==> src/rtl/nr_div_pkg.sv <==
package nr_div_pkg;
  typedef enum logic [2:0] {
    ST_IDLE = 3'd0,
    ST_OPADJ = 3'd1,
    ST_ITER = 3'd2,
    ST_REMFIX = 3'd3,
    ST_SGNFIX = 3'd4
  } div_state_e;
endpackage

==> src/rtl/nr_div_early_in.sv <==
// Leading-zero-group detector: decides how many of the top groups of the
// dividend magnitude are zero, yielding a pre-shift and iteration count.
module nr_div_early_in #(
  parameter int W = 32,
  parameter int G = 8,
  localparam int NG = W / G,
  localparam int CW = $clog2(W + 1)
) (
  input  logic [W-1:0]  mag,
  output logic [CW-1:0] shamt,
  output logic [CW-1:0] iters
);
  int unsigned zgrp;
  logic        hit;

  always_comb begin
    zgrp = 0;
    hit  = 1'b0;
    for (int i = NG - 1; i >= 1; i--) begin
      if (!hit && (mag[i*G +: G] == '0)) zgrp = zgrp + 1;
      else hit = 1'b1;
    end
    shamt = CW'(zgrp * G);
    iters = CW'(W - zgrp * G);
  end
endmodule

==> src/rtl/nr_div_step.sv <==
// One non-restoring add/subtract step on a (W+2)-bit signed partial remainder.
module nr_div_step #(
  parameter int W = 32
) (
  input  logic [W+1:0] rem_i,
  input  logic [W-1:0] q_i,
  input  logic [W-1:0] dsr,
  output logic [W+1:0] rem_o,
  output logic [W-1:0] q_o
);
  logic [W+1:0] shifted;
  logic [W+1:0] dext;

  always_comb begin
    shifted = {rem_i[W:0], q_i[W-1]};
    dext    = {2'b00, dsr};
    if (rem_i[W+1]) rem_o = shifted + dext;
    else            rem_o = shifted - dext;
    q_o = {q_i[W-2:0], ~rem_o[W+1]};
  end
endmodule

==> src/rtl/nr_divider.sv <==
module nr_divider
  import nr_div_pkg::*;
#(
  parameter int W = 32,
  parameter int G = 8,
  localparam int CW = $clog2(W + 1)
) (
  input  logic         clk,
  input  logic         rst_n,
  input  logic         start,
  input  logic         is_signed,
  input  logic [W-1:0] dividend,
  input  logic [W-1:0] divisor,
  output logic         busy,
  output logic         done,
  output logic [W-1:0] quotient,
  output logic [W-1:0] remainder
);
  div_state_e   st_q, st_d;
  logic [W-1:0] opa_q, opa_d, opb_q, opb_d;
  logic         sgn_q, sgn_d;
  logic [W-1:0] quo_q, quo_d, dsr_q, dsr_d;
  logic [W+1:0] rem_q, rem_d;
  logic [CW-1:0] cnt_q, cnt_d;
  logic         first_q, first_d;
  logic         fixs_q, fixs_d, negq_q, negq_d, negr_q, negr_d;
  logic         done_d;
  logic [W-1:0] qout_d, rout_d;

  logic [W-1:0]  mag_a, mag_b, q_src;
  logic [CW-1:0] ei_shamt, ei_iters, left;
  logic [W+1:0]  st_rem;
  logic [W-1:0]  st_q_o;
  logic [W+1:0]  rem_fix;
  logic          last_stage, accept;

  nr_div_early_in #(.W(W), .G(G)) u_early (
    .mag(quo_q), .shamt(ei_shamt), .iters(ei_iters)
  );

  assign q_src = first_q ? (quo_q << ei_shamt) : quo_q;
  assign left  = first_q ? ei_iters : cnt_q;

  nr_div_step #(.W(W)) u_step (
    .rem_i(rem_q), .q_i(q_src), .dsr(dsr_q), .rem_o(st_rem), .q_o(st_q_o)
  );

  assign mag_a   = (sgn_q && opa_q[W-1]) ? (~opa_q + 1'b1) : opa_q;
  assign mag_b   = (sgn_q && opb_q[W-1]) ? (~opb_q + 1'b1) : opb_q;
  assign rem_fix = rem_q[W+1] ? (rem_q + {2'b00, dsr_q}) : rem_q;

  assign last_stage = ((st_q == ST_REMFIX) && !fixs_q) || (st_q == ST_SGNFIX);
  assign busy       = (st_q != ST_IDLE) && !last_stage;
  assign accept     = start && !busy;

  always_comb begin
    st_d    = st_q;
    opa_d   = opa_q;
    opb_d   = opb_q;
    sgn_d   = sgn_q;
    quo_d   = quo_q;
    dsr_d   = dsr_q;
    rem_d   = rem_q;
    cnt_d   = cnt_q;
    first_d = first_q;
    fixs_d  = fixs_q;
    negq_d  = negq_q;
    negr_d  = negr_q;
    done_d  = 1'b0;
    qout_d  = quotient;
    rout_d  = remainder;
    case (st_q)
      ST_OPADJ: begin
        quo_d   = mag_a;
        dsr_d   = mag_b;
        rem_d   = '0;
        first_d = 1'b1;
        fixs_d  = sgn_q && (opa_q[W-1] || opb_q[W-1]);
        negq_d  = sgn_q && (opa_q[W-1] ^ opb_q[W-1]);
        negr_d  = sgn_q && opa_q[W-1];
        st_d    = ST_ITER;
      end
      ST_ITER: begin
        rem_d   = st_rem;
        quo_d   = st_q_o;
        first_d = 1'b0;
        cnt_d   = left - 1'b1;
        if (left == CW'(1)) st_d = ST_REMFIX;
      end
      ST_REMFIX: begin
        if (fixs_q) begin
          rem_d = rem_fix;
          st_d  = ST_SGNFIX;
        end else begin
          qout_d = quo_q;
          rout_d = rem_fix[W-1:0];
          done_d = 1'b1;
          st_d   = ST_IDLE;
        end
      end
      ST_SGNFIX: begin
        qout_d = negq_q ? (~quo_q + 1'b1) : quo_q;
        rout_d = negr_q ? (~rem_q[W-1:0] + 1'b1) : rem_q[W-1:0];
        done_d = 1'b1;
        st_d   = ST_IDLE;
      end
      default: ;
    endcase
    if (accept) begin
      opa_d = dividend;
      opb_d = divisor;
      sgn_d = is_signed;
      st_d  = ST_OPADJ;
    end
  end

  always_ff @(posedge clk or negedge rst_n) begin
    if (!rst_n) begin
      st_q      <= ST_IDLE;
      opa_q     <= '0;
      opb_q     <= '0;
      sgn_q     <= 1'b0;
      quo_q     <= '0;
      dsr_q     <= '0;
      rem_q     <= '0;
      cnt_q     <= '0;
      first_q   <= 1'b0;
      fixs_q    <= 1'b0;
      negq_q    <= 1'b0;
      negr_q    <= 1'b0;
      done      <= 1'b0;
      quotient  <= '0;
      remainder <= '0;
    end else begin
      st_q      <= st_d;
      opa_q     <= opa_d;
      opb_q     <= opb_d;
      sgn_q     <= sgn_d;
      quo_q     <= quo_d;
      dsr_q     <= dsr_d;
      rem_q     <= rem_d;
      cnt_q     <= cnt_d;
      first_q   <= first_d;
      fixs_q    <= fixs_d;
      negq_q    <= negq_d;
      negr_q    <= negr_d;
      done      <= done_d;
      quotient  <= qout_d;
      remainder <= rout_d;
    end
  end

  // Assertion-only counter of consecutive iteration cycles.
  logic [CW:0] iter_run;
  always_ff @(posedge clk or negedge rst_n) begin
    if (!rst_n)               iter_run <= '0;
    else if (st_q == ST_ITER) iter_run <= iter_run + 1'b1;
    else                      iter_run <= '0;
  end

  assert_iter_bound_R4: assert property (@(posedge clk) disable iff (!rst_n)
    iter_run <= (CW+1)'(W));
  assert_iters_legal_R4: assert property (@(posedge clk) disable iff (!rst_n)
    (st_q == ST_ITER && first_q) |->
      (ei_iters >= CW'(G) && ei_iters <= CW'(W) && (ei_iters % G) == 0));
  assert_busy_on_accept_R6: assert property (@(posedge clk) disable iff (!rst_n)
    (start && !busy) |=> busy);
  assert_done_after_final_R8: assert property (@(posedge clk) disable iff (!rst_n)
    $rose(done) |-> $past(!busy));
  assert_done_pulse_R9: assert property (@(posedge clk) disable iff (!rst_n)
    done |=> !done);
  assert_hold_outputs_R9: assert property (@(posedge clk) disable iff (!rst_n)
    !done |-> ($stable(quotient) && $stable(remainder)));
endmodule

==> config.mk <==
export PLATFORM = sky130hd
export DESIGN_NAME = nr_divider
export DESIGN_NICKNAME = d
export VERILOG_FILES = /design/src/rtl/nr_div_pkg.sv /design/src/rtl/nr_div_early_in.sv /design/src/rtl/nr_div_step.sv /design/src/rtl/nr_divider.sv
export SDC_FILE = /design/constraint.sdc
export NUM_CORES = 1
export LEC_CHECK = 0
export ABC_CLOCK_PERIOD_IN_PS = 14800
export BUFFER_PORTS_ARGS = -buffer_cell sky130_fd_sc_hd__buf_2
export CORE_AREA = 2 2 231 119
export CTS_CLUSTER_DIAMETER = 200
export CTS_CLUSTER_SIZE = 28
export DETAILED_ROUTE_END_ITERATION = 10
export DIE_AREA = 0 0 233 121
export GPL_TIMING_DRIVEN = 1
export PLACE_DENSITY_LB_ADDON = 0.15
export SYNTH_ARGS = -nofsm -noshare
export SYNTH_HDL_FRONTEND = slang
export SYNTH_SLANG_ARGS = --single-unit
==> constraint.sdc <==
create_clock -name clk -period 14.8 [get_ports clk]
set_clock_uncertainty 0.2 [all_clocks]
set_input_delay 0.74 -clock clk [delete_from_list [all_inputs] [get_ports clk]]
set_output_delay 0.74 -clock clk [all_outputs]
set_load 0.005 [all_outputs]
==> impl_results.md <==
- Result of the run: finished with violations
- Violations in the final reports: negative hold slack
- Horizontal extent of the die: roughly 230 um
- First DRT Iteration DRCs: 1512
- Number of global-route vias before repair: ~15k
- Sequential share of power: between 20% and 30%
- Setup repair after global routing missed its margin: false
- Post-route DRC violation count: 0
- Routed length per instance: around 20 um
- Instance count of the mapped netlist: approximately 2k
- Share of flip-flops with an asynchronous set or reset: 100.0%
- First-pass GRT wire length: 77740 um
- Most frequent cell after synthesis: dfrtp_1
- Initial antenna violation count: 0
- Internal cell power: roughly 2.4 mW
- Transition time of the tightest slew-check pin: slightly above 1000 ps
- Number of filler cells placed in the layout: around 2.2k
- Buffers on Ports: around 130
- Worst-path clk slew: about 120 ps
- Main area contributors after synthesis: dfrtp_1 35%, a21oi_1 5.5%, ha_1 5.4%, xnor2_1 5.1%, o21ai_0 5.1%
- Count of warnings emitted by yosys: 0
- WL final: around 49000 um
- I/O pin count: between 100 and 150
- Vias per cell: between 6 and 7
- Fmax achieved: between 150 and 200 MHz
- CP Class: register to register
- Remaining antenna violation count: 0
- Post-synth top area cell: dfrtp_1
- Number of slew-limit violations in the final report: 0
- Root buffer cell: clkbuf_16
- Final Hold Violating Endpoints: 8
- Final critical delay including setup and external delays: between 5000 and 6000 ps
- Largest net degree at the start of global routing: approximately 100
- Total Neg Setup Slack: 0 ps
- Peak supply drop: approximately 0.00015 V
- Overall power of the completed layout: just under 5 mW
- Number of detailed-routing iterations run before antenna repair: 7
- Final instance area: about 0.018 mm2
- Number of enable flip-flop cells after synthesis: 0
- Area taken by flip-flops and latches: approximately 0.0060 mm2
- Clock H-tree levels: 1
- Element type at the critical path start: register
- Smallest hold slack: -12.84 ps
- Area occupied by multi-input gates: 0.01038 mm2
- Vias after detailed routing: 15.40k
- Placed cells: between 2k and 2.5k
- Initial core utilization: between 60% and 70%
- Total global routing overflow: 0
- Layout Cells excl Fill: between 2k and 2.5k
- Sequential share of the synthesized area: 35.44%
- Number of buffers created by CTS: 12
- Setup violations, final: 0
- Worst-path maximum fanout: 12
- Worst-case setup slack after placement: 9019 ps
- Num Clock Sinks: between 200 and 250
- Power per standard cell area: 271.6 mW/mm2
- Post-layout worst setup margin: between 8000 and 9000 ps
- Core Area: ~0.026 mm2
- Max_cap viols: 0
- Final estimated routing congestion in global placement: around 0.99
- WP data arrival: around 6000 ps
- Total number of placement rows: 42
- Leakage: between 7 and 8 nW
- Post-detail-place hpwl: 35750 um
- Global routing usage summed across all routing layers: a little over a third
- Number of synthesized register bits: about 240
- Most common flop cell mapped by yosys: dfrtp_1
- Yosys top cell area share: between 30% and 40%
- Net Count, Synth: between 2k and 2.5k
- Area of the die: roughly 0.028 mm2
- Clock tree from TritonCTS: yes
- Die outline height: between 100 and 150 um
- Ranking of synthesized cells by instance count: 241 x dfrtp_1, 192 x nand2_1, 186 x a21oi_1
- Unique cell type count in the Yosys netlist: 76
- Kind of end point of the critical path: register
- Net count of the finished layout: 2168
- Switching power of the nets: roughly 2.5 mW
- Post-synthesis instance area: 0.01702 mm2
- Post-synthesis average cell area: 8.599 um2
- Worst-case register-to-register setup slack: about 8800 ps
- Headroom to the max-slew limit: a little under a third
- Diodes inserted: 0
- Fraction of final layout cells with drive strength greater than 1: about an eighth
- Utilization after layout: a little over two thirds
- Placed cell areas: around 0.018 mm2
- Post-route clock period utilization: 40.33%
- Required time of the worst setup path: between 15000 and 20000 ps
- Share of total power in the clock network: about 7.8%
- Area Growth Syn to Fin: 6.779%
- Post-CTS Setup Repair Bufs: 0
- Hold buffer count at cts: 0
- Longest Clk Path Bufs: 3
- Source-to-sink clock delay at the later pin of the worst-skew pair: between 500 and 600 ps
- Part of the total power dissipated in combinational logic: a little over three fifths
- Path class of the lowest-slack min-delay path: input pin to async pin
- Post-cts sizing count: 0
- Switching Fraction: 50.75%
[power groups by stage]
stage,Sequential [mW],Combinational (mW),Clock [mW]
floorplan,1.27,2.36,0
global placement,1.43,3.01,0
detailed placement,1.44,3.06,0
CTS,1.42,3.08,0.385
global route,1.48,3.45,0.409
finish,1.44,3.11,0.384
[sequential cells by signal, indices dropped and copies added, names as in the netlist, 6 cells and up]
register   cells
remainder     32
dsr_q         32
opb_q         32
quo_q         32
cnt_q          6
rem_q         34
opa_q         32
quotient      32
[cells in the final DEF, fill, tap and decap left out, types with 14 or more instances in the layout]
cell      count
buf_4        15
nor2_1      137
o31ai_1      22
nand2b_1     14
xnor2_1     100
a31oi_1      31
and3_1       15
a21oi_1     186
nor2b_1      16
mux2i_1      25
nor3_1       50
dfrtp_1     240
o21ai_0     172
or3_1        16
ha_1         73
buf_2       132
o22ai_1      38
a21o_1       30
xor2_1       98
inv_1        51
nand3_1      40
mux2_2       69
o211ai_1     29
nand2_1     192
a211oi_1     15
[cell type report]
class | instances | area share, %
Clock buffer | 13 | 1.673
Clock inverter | 2 | 0.1790
Inverter | 51 | 1.054
Multi-Input combinational cell | 1571 | 57.14
Sequential cell | 241 | 33.20
Tap cell | 352 | 2.424
Timing Repair Buffer | 148 | 4.338
[cells by family after synthesis]
logic type / share of synthesized area [%]
and+or+nand+nor: 15.73
xor gates and xnor gates: 10.19
DFF: 35.44
adders and majority gates: 5.603
AOI/OAI and AO/OA: 23.29
muxes: 6.036
buffers and inverters: 3.720
[worst paths after layout]
check / cells past startpoint / end / from
worst min register to register: 2 / quotient[12]$_DFFE_PN0P_ / quotient[12]$_DFFE_PN0P_
worst min-delay path: 1 / dsr_q[2]$_DFFE_PN0P_ / rst_n
max in group asynchronous: 2 / rem_q[33]$_DFFE_PN0P_ / rst_n
worst max register to register: 18 / rem_q[24]$_DFFE_PN0P_ / quo_q[9]$_DFFE_PN0P_
worst max-delay path: 18 / rem_q[24]$_DFFE_PN0P_ / quo_q[9]$_DFFE_PN0P_
min in group clk: 2 / opa_q[7]$_DFFE_PN0P_ / dividend[7]
[critical path, stage by stage (launching register included)]
cell       delay, ps
dfrtp_1          490
nor4_1           370
nor2b_1          260
nand2_1          300
a21oi_1          750
a211oi_1         180
a21oi_1          560
ha_1             300
inv_1             60
fa_1             390
nor2b_1          170
o2111ai_1        180
a211o_1          370
a21oi_1          230
o21ai_0          250
a21boi_0         210
xnor2_1          150
a221oi_1         220
o311ai_0         170
[layer usage]
layer | routed length, um | up-vias | track usage [%]
met5 | 0 | - | 0
li1 | - | 7269 | -
met3 | 2879 | 122 | 4.394
met1 | 21100 | 7443 | 46.22
met4 | 1885 | 0 | 14.53
met2 | 22900 | 563 | 58.11
Power figures use the tool's default switching activity.
